**src/rtl/sysErrPkg.sv**
```systemverilog
package sysErrPkg;
  // Source numbering: gatable sources first, target aborts last
  localparam int NSRC      = 10;
  localparam int NGATE     = 8;
  localparam int SRC_ECC_SB = 0;
  localparam int SRC_ECC_MB = 1;
  localparam int SRC_PCI_AP = 2;
  localparam int SRC_PCI_DP = 3;
  localparam int SRC_AGP_P  = 4;
  localparam int SRC_GART   = 5;
  localparam int SRC_AGP_OUT = 6;
  localparam int SRC_AGP_ILL = 7;
  localparam int SRC_PCI_TA = 8;
  localparam int SRC_AGP_TA = 9;

  // Strobes from control to datapath
  typedef struct packed {
    logic [NSRC-1:0] setMask;  // sources to log this cycle
    logic            fire;     // drive the line next cycle
  } errStrobe_t;
endpackage

```
**src/rtl/sysErrCtrl.sv**
```systemverilog
module sysErrCtrl
  import sysErrPkg::*;
(
  input  logic             globalEn,
  input  logic [NGATE-1:0] srcEnable,
  input  logic             initDone,
  input  logic             eccSingle,
  input  logic             eccMulti,
  input  logic             pciAddrPar,
  input  logic             pciDataPar,
  input  logic             agpPar,
  input  logic             gartInvalid,
  input  logic             pciTgtAbort,
  input  logic             agpTgtAbort,
  input  logic             agpOutside,
  input  logic             agpIllegal,
  output errStrobe_t       strobe
);
  localparam int NFIXED = NSRC - NGATE;

  logic [NSRC-1:0] rawEv;
  logic [NSRC-1:0] validEv;
  logic [NSRC-1:0] enMask;

  always_comb begin
    rawEv = '0;
    rawEv[SRC_ECC_SB]  = eccSingle;
    rawEv[SRC_ECC_MB]  = eccMulti;
    rawEv[SRC_PCI_AP]  = pciAddrPar;
    rawEv[SRC_PCI_DP]  = pciDataPar;
    rawEv[SRC_AGP_P]   = agpPar;
    rawEv[SRC_GART]    = gartInvalid;
    rawEv[SRC_AGP_OUT] = agpOutside;
    rawEv[SRC_AGP_ILL] = agpIllegal;
    rawEv[SRC_PCI_TA]  = pciTgtAbort;
    rawEv[SRC_AGP_TA]  = agpTgtAbort;
  end

  // ECC sources are masked until initialization is complete
  for (genvar i = 0; i < NSRC; i++) begin : g_valid
    if (i == SRC_ECC_SB || i == SRC_ECC_MB) begin : g_ecc
      assign validEv[i] = rawEv[i] & initDone;
    end else begin : g_plain
      assign validEv[i] = rawEv[i];
    end
  end

  // Target aborts carry no individual enable
  assign enMask = {{NFIXED{1'b1}}, srcEnable};

  always_comb begin
    strobe.setMask = validEv;
    strobe.fire    = globalEn & (|(validEv & enMask));
  end
endmodule

```
**src/rtl/sysErrDatapath.sv**
```systemverilog
module sysErrDatapath
  import sysErrPkg::*;
#(
  parameter int ADDR_W = 32,
  parameter logic [ADDR_W-1:0] HOLE_LO = 'h000A_0000,
  parameter logic [ADDR_W-1:0] HOLE_HI = 'h000F_FFFF
) (
  input  logic              clk,
  input  logic              rst,
  input  logic              agpReqValid,
  input  logic [ADDR_W-1:0] agpReqAddr,
  input  logic [ADDR_W-1:0] apBase,
  input  logic [ADDR_W-1:0] apSize,
  input  logic [ADDR_W-1:0] topOfMem,
  input  logic [NSRC-1:0]   statusClr,
  input  errStrobe_t        strobe,
  output logic              agpOutside,
  output logic              agpIllegal,
  output logic [NSRC-1:0]   statusQ,
  output logic              pulseQ
);
  localparam int EXT_W = ADDR_W + 1;

  logic [EXT_W-1:0] apEnd;
  logic             inAperture;
  logic             inHole;
  logic             aboveTom;

  // Address decode for AGP master requests
  always_comb begin
    apEnd      = {1'b0, apBase} + {1'b0, apSize};
    inAperture = (agpReqAddr >= apBase) && ({1'b0, agpReqAddr} < apEnd);
    inHole     = (agpReqAddr >= HOLE_LO) && (agpReqAddr <= HOLE_HI);
    aboveTom   = (agpReqAddr >= topOfMem);
    agpOutside = agpReqValid && !inAperture;
    agpIllegal = agpOutside && (inHole || aboveTom);
  end

  // Sticky status, set has priority over write-1-to-clear
  for (genvar i = 0; i < NSRC; i++) begin : g_stat
    always_ff @(posedge clk) begin
      if (rst)                    statusQ[i] <= 1'b0;
      else if (strobe.setMask[i]) statusQ[i] <= 1'b1;
      else if (statusClr[i])      statusQ[i] <= 1'b0;
    end

    // a set bit survives unless cleared
    a_r10_hold: assert property (@(posedge clk) disable iff (rst)
      (statusQ[i] && !statusClr[i]) |=> statusQ[i]);
    // a logged event always shows next cycle
    a_r10_set: assert property (@(posedge clk) disable iff (rst)
      strobe.setMask[i] |=> statusQ[i]);
  end

  // One-clock drive per qualifying cycle
  always_ff @(posedge clk) begin
    if (rst) pulseQ <= 1'b0;
    else     pulseQ <= strobe.fire;
  end
endmodule

```
**src/rtl/sysErrAgg.sv**
```systemverilog
module sysErrAgg
  import sysErrPkg::*;
(
  input  logic        clk,
  input  logic        rst,
  input  logic        globalEn,
  input  logic [7:0]  srcEnable,
  input  logic        initDone,
  input  logic        eccSingle,
  input  logic        eccMulti,
  input  logic        pciAddrPar,
  input  logic        pciDataPar,
  input  logic        agpPar,
  input  logic        gartInvalid,
  input  logic        pciTgtAbort,
  input  logic        agpTgtAbort,
  input  logic        agpReqValid,
  input  logic [31:0] agpReqAddr,
  input  logic [31:0] apBase,
  input  logic [31:0] apSize,
  input  logic [31:0] topOfMem,
  input  logic [9:0]  statusClr,
  output logic [9:0]  status,
  output logic        serrN,
  output logic        serrOe
);
  errStrobe_t strobe;
  logic       agpOutside;
  logic       agpIllegal;
  logic       pulseQ;

  sysErrCtrl i_ctrl (
    .globalEn   (globalEn),
    .srcEnable  (srcEnable),
    .initDone   (initDone),
    .eccSingle  (eccSingle),
    .eccMulti   (eccMulti),
    .pciAddrPar (pciAddrPar),
    .pciDataPar (pciDataPar),
    .agpPar     (agpPar),
    .gartInvalid(gartInvalid),
    .pciTgtAbort(pciTgtAbort),
    .agpTgtAbort(agpTgtAbort),
    .agpOutside (agpOutside),
    .agpIllegal (agpIllegal),
    .strobe     (strobe)
  );

  sysErrDatapath #(.ADDR_W(32)) i_dp (
    .clk        (clk),
    .rst        (rst),
    .agpReqValid(agpReqValid),
    .agpReqAddr (agpReqAddr),
    .apBase     (apBase),
    .apSize     (apSize),
    .topOfMem   (topOfMem),
    .statusClr  (statusClr),
    .strobe     (strobe),
    .agpOutside (agpOutside),
    .agpIllegal (agpIllegal),
    .statusQ    (status),
    .pulseQ     (pulseQ)
  );

  // Open-drain: drive low only while pulsing
  assign serrN  = ~pulseQ;
  assign serrOe = pulseQ;

  // no drive without the global enable
  a_r1_global_gate: assert property (@(posedge clk) disable iff (rst)
    !globalEn |=> !serrOe);

  // an enabled target abort always gives a driven cycle
  a_r4_abort_pulse: assert property (@(posedge clk) disable iff (rst)
    (globalEn && (pciTgtAbort || agpTgtAbort)) |=> (serrOe && !serrN));

  // ECC status cannot appear before initialization completes
  a_r3_ecc_blocked: assert property (@(posedge clk) disable iff (rst)
    (!initDone && !status[0] && !status[1]) |=> (!status[0] && !status[1]));

  // reset releases the line and clears status
  a_r12_reset: assert property (@(posedge clk)
    rst |=> (!serrOe && serrN && status == 10'd0));
endmodule

```
**config.mk**
```make
export PLATFORM = sky130hd
export DESIGN_NAME = sysErrAgg
export DESIGN_NICKNAME = d
export VERILOG_FILES = /design/src/rtl/sysErrPkg.sv /design/src/rtl/sysErrCtrl.sv /design/src/rtl/sysErrDatapath.sv /design/src/rtl/sysErrAgg.sv
export SDC_FILE = /design/constraint.sdc
export NUM_CORES = 1
export LEC_CHECK = 0
export BUFFER_PORTS_ARGS = -buffer_cell sky130_fd_sc_hd__buf_4
export CORE_AREA = 10 10 109 111
export DETAILED_ROUTE_END_ITERATION = 7
export DIE_AREA = 0 0 119 121
export PLACE_DENSITY = 0.82
export SYNTH_ARGS = -nofsm -noshare
export SYNTH_HDL_FRONTEND = slang
export SYNTH_SLANG_ARGS = --single-unit
```
**constraint.sdc**
```tcl
create_clock -name clk -period 4.1 [get_ports clk]
set_input_delay 0.82 -clock clk [delete_from_list [all_inputs] [get_ports clk]]
set_output_delay 0.82 -clock clk [all_outputs]
set_load 0.01 [all_outputs]
```
==> impl_metrics.csv, run 1 <==
group,metric,value,unit
floorplan,die_h,121,microns
power,p_seq_share,10.3,%
run,drv_cap,0,
outcome,status,"complete, but fails checks",
synthesis,avgSynthCellArea,7.417,sq um
clocking,cts_tree,"done",
clocking,cts_htree_levels,1,
worst_setup_path,arrival,4550,ps
floorplan,start_util,46.09,%
synthesis,synth_edf_count,0,
floorplan,row_count,36,
cells_and_area,final_area,6773,sq um
cells_and_area,syn2layout_area_growth,52.44,%
drt,wl_per_cell,17.38,microns
cells_and_area,multi_input_area,4194,sq um
global_routing,grt_antenna_before_repair,0,
cells_and_area,final_common_cell,"buf_4",
placed_design,place_ws,-584.7,ps
synthesis,syn_nets,886,
worst_setup_path,slowest_delay,470,ps
synthesis,yosys_warnings,0,
global_routing,grt_pass1_vias,5754,
power,p_int,0.0006594,W
synthesis,post_synth_inst_count,599,
floorplan,ios,171,
drt,drt_first_pass_iters,4,
floorplan,core,9639,sq um
worst_setup_path,crit_path_end_kind,"register",
placed_design,io_buffers,170,
power,ir_worst_vdd,0.0002255,V
drt,num_vias,5458,
timing,setup_viol,3,
timing,hold_viol,0,
cells_and_area,final_cell_mix,"240 x buf_4, 112 x ha_1, 86 x inv_1, 58 x a21oi_1, 32 x nand2_1",
floorplan,die_x,119,microns
power,pwr-share-clk,9.4,%
worst_setup_path,slowest_stage,"or4b_4",
floorplan,dieArea,14400,sq um
timing,fmax,0.2269,GHz
synthesis,synth_cell_types,58,
synthesis,synth_ff_type,"dfxtp_1",
drt,wl,16930,microns
timing,period_share,107.5,%
timing,slew_headroom,44.96,%
global_routing,grt_pass1_wl,26840,microns
synthesis,ys_ff_latch,11,
clocking,cts_buffers,3,
timing,worst_clock_skew,0,ps
global_routing,grt.total_usage,21.80,%
placed_design,gp_congestion,0.9704,
outcome,violations,"negative setup slack",
synthesis,syn-cell-area,4443,sq um
worst_setup_path,critPathBufInv,1,
power,leakage,3.556,nW
worst_setup_path,crit_family,"compound AO/OA/AOI/OAI gates",
clocking,path_clk_slew,50,ps
worst_setup_path,worstPathMaxFanout,3,
cells_and_area,regArea,220.2,sq um
cells_and_area,layout.nets,1129,
global_routing,grt_start_max_net_pins,13,
clocking,ctsRootBufferMaster,"clkbuf_8",
drt,via_per_inst,5.604,
min_path,hold_class,"register to register",
global_routing,gr-total-overflow,0,
timing,timing.final.crit_period,4407,ps
worst_setup_path,path_cells,"buf_6 > ha_4 > a211oi_4 > nor2_2 > o211ai_1 > a21o_1 > a2111oi_4 > o21ai_1 > or4b_4 > o311a_1 > ha_1 > and4_1 > or4b_4 > o21ai_2 > a31oi_1 > a21oi_2 > a211oi_1 > nor4b_1",
cells_and_area,drive_above_1_share,34.84,%
worst_setup_path,critical_path_class,"primary input to register",
drt,drt.antenna.violating_nets,0,
worst_setup_path,start_kind,"primary input",
clocking,cts.sinks,11,
worst_setup_path,crit_top_cell,"or4b_4",
placed_design,dp.final_hpwl,15280,microns
power,p_sw,0.0004945,W
placed_design,placed_area,6620,sq um
cells_and_area,fill_cells,811,
timing,setup_slack,-306.9,ps
worst_setup_path,required,4240,ps
cells_and_area,diodes,0,
power,swShare,42.86,%
timing,rsz0062_at_grt,"true",
power,p_per_area,170.4,nW/um^2
clocking,cts_buffer_depth,2,
timing,tightest_slew,804.8,ps
clocking,insertion_delay,240,ps
drt,drt_iter0_markers,226,
power,combPwrFrac,80.3,%
drt,drcViolationCount,0,
synthesis,synth_seq_area_share,4.956,%
timing,drv_slew,0,
synthesis,ys_async_sr_fraction,0,%
## sequential cells by signal (all words and copies together) (netlist names)
signal and cells:
i_dp.pulseQ 1, i_dp.statusQ 10
## logic make-up (layout without fill, tap and decap cells)
family | Yosys count | in the layout | synth area share [%]
xor gates and xnor gates | 22 | 22 | 4.337
AOI/OAI and AO/OA | 199 | 199 | 29.51
DFF | 11 | 11 | 4.956
and+or+nand+nor | 148 | 148 | 17.15
muxes | 1 | 1 | 0.2253
adders and majority gates | 128 | 128 | 36.22
buffers and inverters | 90 | 332 | 7.603
## power groups by stage
stage               Sequential (W)  Combinational, W  Clock [W]
floorplan                 0.000124          0.000508          0
global placement          0.000120          0.000857          0
detailed placement        0.000121          0.000891          0
CTS                       0.000119          0.000902   0.000112
global route              0.000119           0.00102   0.000116
finish                    0.000119          0.000927   0.000108
## worst min-delay path, cell delays in order (launching register included)
cell	delay (ps)
dfxtp_1	310
nand2b_1	60
a21oi_1	50
## layout make-up
class	count	area share, %
multi-input combinational	498	61.92
timing repair buffer	242	26.94
inverter	86	4.766
sequential	11	3.251
clock buffer	4	0.6651
tap	133	2.457
## metal layers
metal	GRT usage [%]	vias to the layer above	wire, microns	part of all wire (%)
met2	40.94	182	8602	51
met4	5.038	0	343	2.0
met1	25.67	2551	7259	43
li1	-	2693	-	-
met5	0	-	0	0
met3	2.513	32	724	4.3
## metrics by stage
stage          util, %  hold slack, ps  setup TNS [ps]  cells  power (W)
2_1_floorplan        -           489.0          -103.7    599  0.0006323
3_3_place_gp     68.68           455.6           -1105    965  0.0009779
3_5_place_dp     68.68           468.3           -1452    965   0.001012
4_1_cts          69.51           474.9          -411.3    971   0.001132
5_1_grt          70.26           506.3           -1242    974   0.001260
6_report         70.26           470.3          -766.7    974   0.001154
## synthesized netlist by cell type, types with 14 or more instances
library cell / instances / area (sq um)
nand3_1: 18 / 90.09
nand2b_1: 14 / 87.58
inv_1: 86 / 322.8
nand2_1: 32 / 120.1
ha_1: 127 / 1589
o21ai_0: 34 / 170.2
xnor2_1: 15 / 131.4
nand4_1: 15 / 93.84
a21oi_1: 65 / 325.3
a21o_1: 26 / 195.2
nor2_1: 31 / 116.4
a211oi_1: 14 / 105.1
## path summary, 6_finish.rpt
path	end	from	cells after the start	slack, ps
worst max-delay path	i_dp.pulseQ	apSize[1]	18	-310
worst max register to register	i_dp.statusQ[7]	i_dp.statusQ[7]	2	3410
worst min register to register	i_dp.statusQ[0]	i_dp.statusQ[0]	2	470
worst min-delay path	i_dp.statusQ[0]	i_dp.statusQ[0]	2	470
## what timing repair did
| action | in CTS | in global routing |
|---|---|---|
| pin swaps | 13 | 16 |
| buffers inserted | 2 | 3 |
| setup endpoints to repair | 3 | 3 |
| hold buffers | 0 | 0 |
| gates resized for setup | 6 | 14 |
Note: power is estimated with default switching activity, not from simulation.
==> run 2, diff against run 1 <==
--- a/config.mk
+++ b/config.mk
@@ -7,6 +7,7 @@
 export LEC_CHECK = 0
 export BUFFER_PORTS_ARGS = -buffer_cell sky130_fd_sc_hd__buf_4
 export CORE_AREA = 10 10 109 111
+export CTS_BUF_LIST = sky130_fd_sc_hd__clkbuf_4
 export DETAILED_ROUTE_END_ITERATION = 7
 export DIE_AREA = 0 0 119 121
 export PLACE_DENSITY = 0.82
==> run 2 against run 1 <==
The run still ends with negative setup slack left. Combinational power hardly changed. Flip-flop and latch count stayed put. Via count is 0.31% higher. Non-clock buffer count did not move. First-iteration DRC count rose by 8.0%. Worst hold slack better by 4.2 ps. Die area did not move. Utilization fell by 0.19 points. Total power is 2.3% lower. Critical endpoint unchanged. Largest power group unchanged.
==> impl_metrics.csv, run 2 (synthesis gave the netlist of run 1 again) <==
group,metric,value,unit
cells_and_area,diodes,0,
min_path,holdPathStages,2,
timing,rsz0062_at_grt,"true",
timing,hold_viol,0,
cells_and_area,fin_util,70.07,%
timing,fin_setup_tns,-598.5,ps
run,drv_cap,0,
drt,num_vias,5475,
global_routing,grt_antenna_before_repair,0,
drt,drcViolationCount,0,
cells_and_area,final_area,6754,sq um
timing,slew_headroom,43.68,%
cells_and_area,drive_above_1_share,34.84,%
cells_and_area,reg.largest.list,"i_dp.statusQ: 10 flops, i_dp.pulseQ: 1 flops",
worst_setup_path,start_kind,"primary input",
global_routing,grt.total_usage,21.86,%
cells_and_area,fill_cells,809,
cells_and_area,largest_register_ffs,10,
timing,drv_slew,0,
clocking,path_clk_slew,70,ps
timing,setup_slack,-247.8,ps
cells_and_area,regMostFlops,"i_dp.statusQ",
drt,wl_per_cell,17.37,microns
timing,fmax,0.2300,GHz
cells_and_area,regArea,220.2,sq um
floorplan,die_h,121,microns
worst_setup_path,critical_path_class,"primary input to register",
cells_and_area,syn2layout_area_growth,52.01,%
global_routing,grt_start_max_net_pins,13,
power,leakage,3.552,nW
drt,via_per_inst,5.621,
floorplan,core,9639,sq um
global_routing,gr-total-overflow,0,
clocking,cts.sinks,11,
global_routing,grt_pass1_vias,5753,
worst_setup_path,rr_startpoint,"i_dp.statusQ[7]",
cells_and_area,multi_input_area,4190,sq um
drt,wl,16920,microns
worst_setup_path,reg2reg_depth,2,
drt,drt_first_pass_iters,5,
worst_setup_path,reg2reg_slack,3410,ps
cells_and_area,final_common_cell,"buf_4",
timing,worst_clock_skew,0,ps
clocking,cts_buffers,3,
placed_design,placed_area,6620,sq um
floorplan,die_x,119,microns
placed_design,dp.final_hpwl,15280,microns
outcome,violations,"negative setup slack",
clocking,ctsHoldBuffers,0,
min_path,min_from,"i_dp.statusQ[0]",
clocking,cts_htree_levels,1,
floorplan,row_count,36,
power,power,0.001127,W
clocking,cts_buffer_depth,2,
floorplan,ios,171,
timing,setup_viol,3,
worst_setup_path,arrival,4530,ps
placed_design,io_buffers,170,
worst_setup_path,required,4280,ps
floorplan,dieArea,14400,sq um
worst_setup_path,rr_endpoint,"i_dp.statusQ[7]",
power,ir_worst_vdd,0.0001831,V
floorplan,start_util,46.09,%
drt,drt_iter0_markers,244,
timing,tightest_slew,823.6,ps
placed_design,gp_congestion,0.9704,
outcome,status,"complete, but fails checks",
worst_setup_path,crit_path_end_kind,"register",
cells_and_area,layout.nets,1129,
min_path,hold_class,"register to register",
clocking,cts_tree,"done",
timing,period_share,106.0,%
worst_setup_path,worstPathMaxFanout,3,
cells_and_area,final_cell_mix,"240 x buf_4, 112 x ha_1, 86 x inv_1, 59 x a21oi_1, 32 x nand2_1",
clocking,ctsRootBufferMaster,"clkbuf_4",
timing,whs,474.5,ps
power,p_per_area,166.8,nW/um^2
global_routing,grt_pass1_wl,26870,microns
drt,drt.antenna.violating_nets,0,
min_path,hold_end,"i_dp.statusQ[0]",
clocking,insertion_delay,270,ps
timing,timing.final.crit_period,4348,ps
==> run 2: changes by cell type in the layout (fill, tap and decap cells not counted) <==
cell | before | now
clkbuf_4 | 0 | 4
clkbuf_8 | 3 | 0
a21oi_1 | 58 | 59
a21oi_2 | 8 | 7
clkbuf_1 | 1 | 0
==> run 2: worst max path at each step <==
stage	startpoint	slack [ps]	cells after the start	to
CTS	apSize[1]	-190	18	i_dp.pulseQ
global route	apSize[1]	-410	18	i_dp.pulseQ
detailed placement	apBase[1]	-580	18	i_dp.pulseQ
floorplan	apBase[1]	-100	17	i_dp.pulseQ
finish	apSize[1]	-250	18	i_dp.pulseQ
global placement	apBase[1]	-460	18	i_dp.pulseQ
==> run 2: critical path, cell delays in order <==
cell       delay (ps)
buf_6             100
ha_4              240
a211oi_4          220
nor2_2             70
o211ai_1          240
a21o_1            230
a2111oi_4         100
o21ai_1           170
or4b_4            470
o311a_1           140
ha_1              290
and4_1            190
or4b_4            480
o21ai_2           140
a31oi_1            60
a21oi_2           180
a211oi_1           90
nor4b_1           280
==> run 2: repair_timing <==
action	CTS	global route
gates resized for setup	6	13
endpoints found under the hold margin	0	0
pin swaps	13	15
cloned	0	0
endpoints found under the setup margin	3	3
setup buffers	2	3
==> run 2: final cells by class <==
| type | count | share of cell area, % |
|---|---|---|
| multi-input cells | 498 | 62.04 |
| repair buffers | 242 | 27.01 |
| inverters | 86 | 4.780 |
| flip-flops and latches | 11 | 3.260 |
| well taps | 133 | 2.464 |
| clock buffers | 4 | 0.4446 |
==> run 2: layer usage <==
layer	wire length [microns]	up-vias	share of wire, %	global-route usage (%)
met5	0	-	0	0
met3	805	34	4.8	2.792
met2	8589	196	51	40.94
met4	367	0	2.2	5.038
met1	7159	2552	42	25.67
li1	-	2693	-	-
==> run 2: per-stage QoR <==
| step | instances | setup slack (ps) |
|---|---|---|
| detailed placement | 965 | -584.7 |
| global placement | 965 | -461.1 |
| finish | 974 | -247.8 |
| floorplan | 599 | -103.7 |
| CTS | 971 | -185.9 |
| global route | 974 | -411.4 |
==> run 2: report_power, final <==
group | leakage [nW] | switching, W | internal [W] | total (W)
Combinational | 3.44 | 0.000450 | 0.000476 | 0.000926
Sequential | 0.0915 | 0.00000391 | 0.000115 | 0.000118
Clock | 0.0184 | 0.0000378 | 0.0000443 | 0.0000822
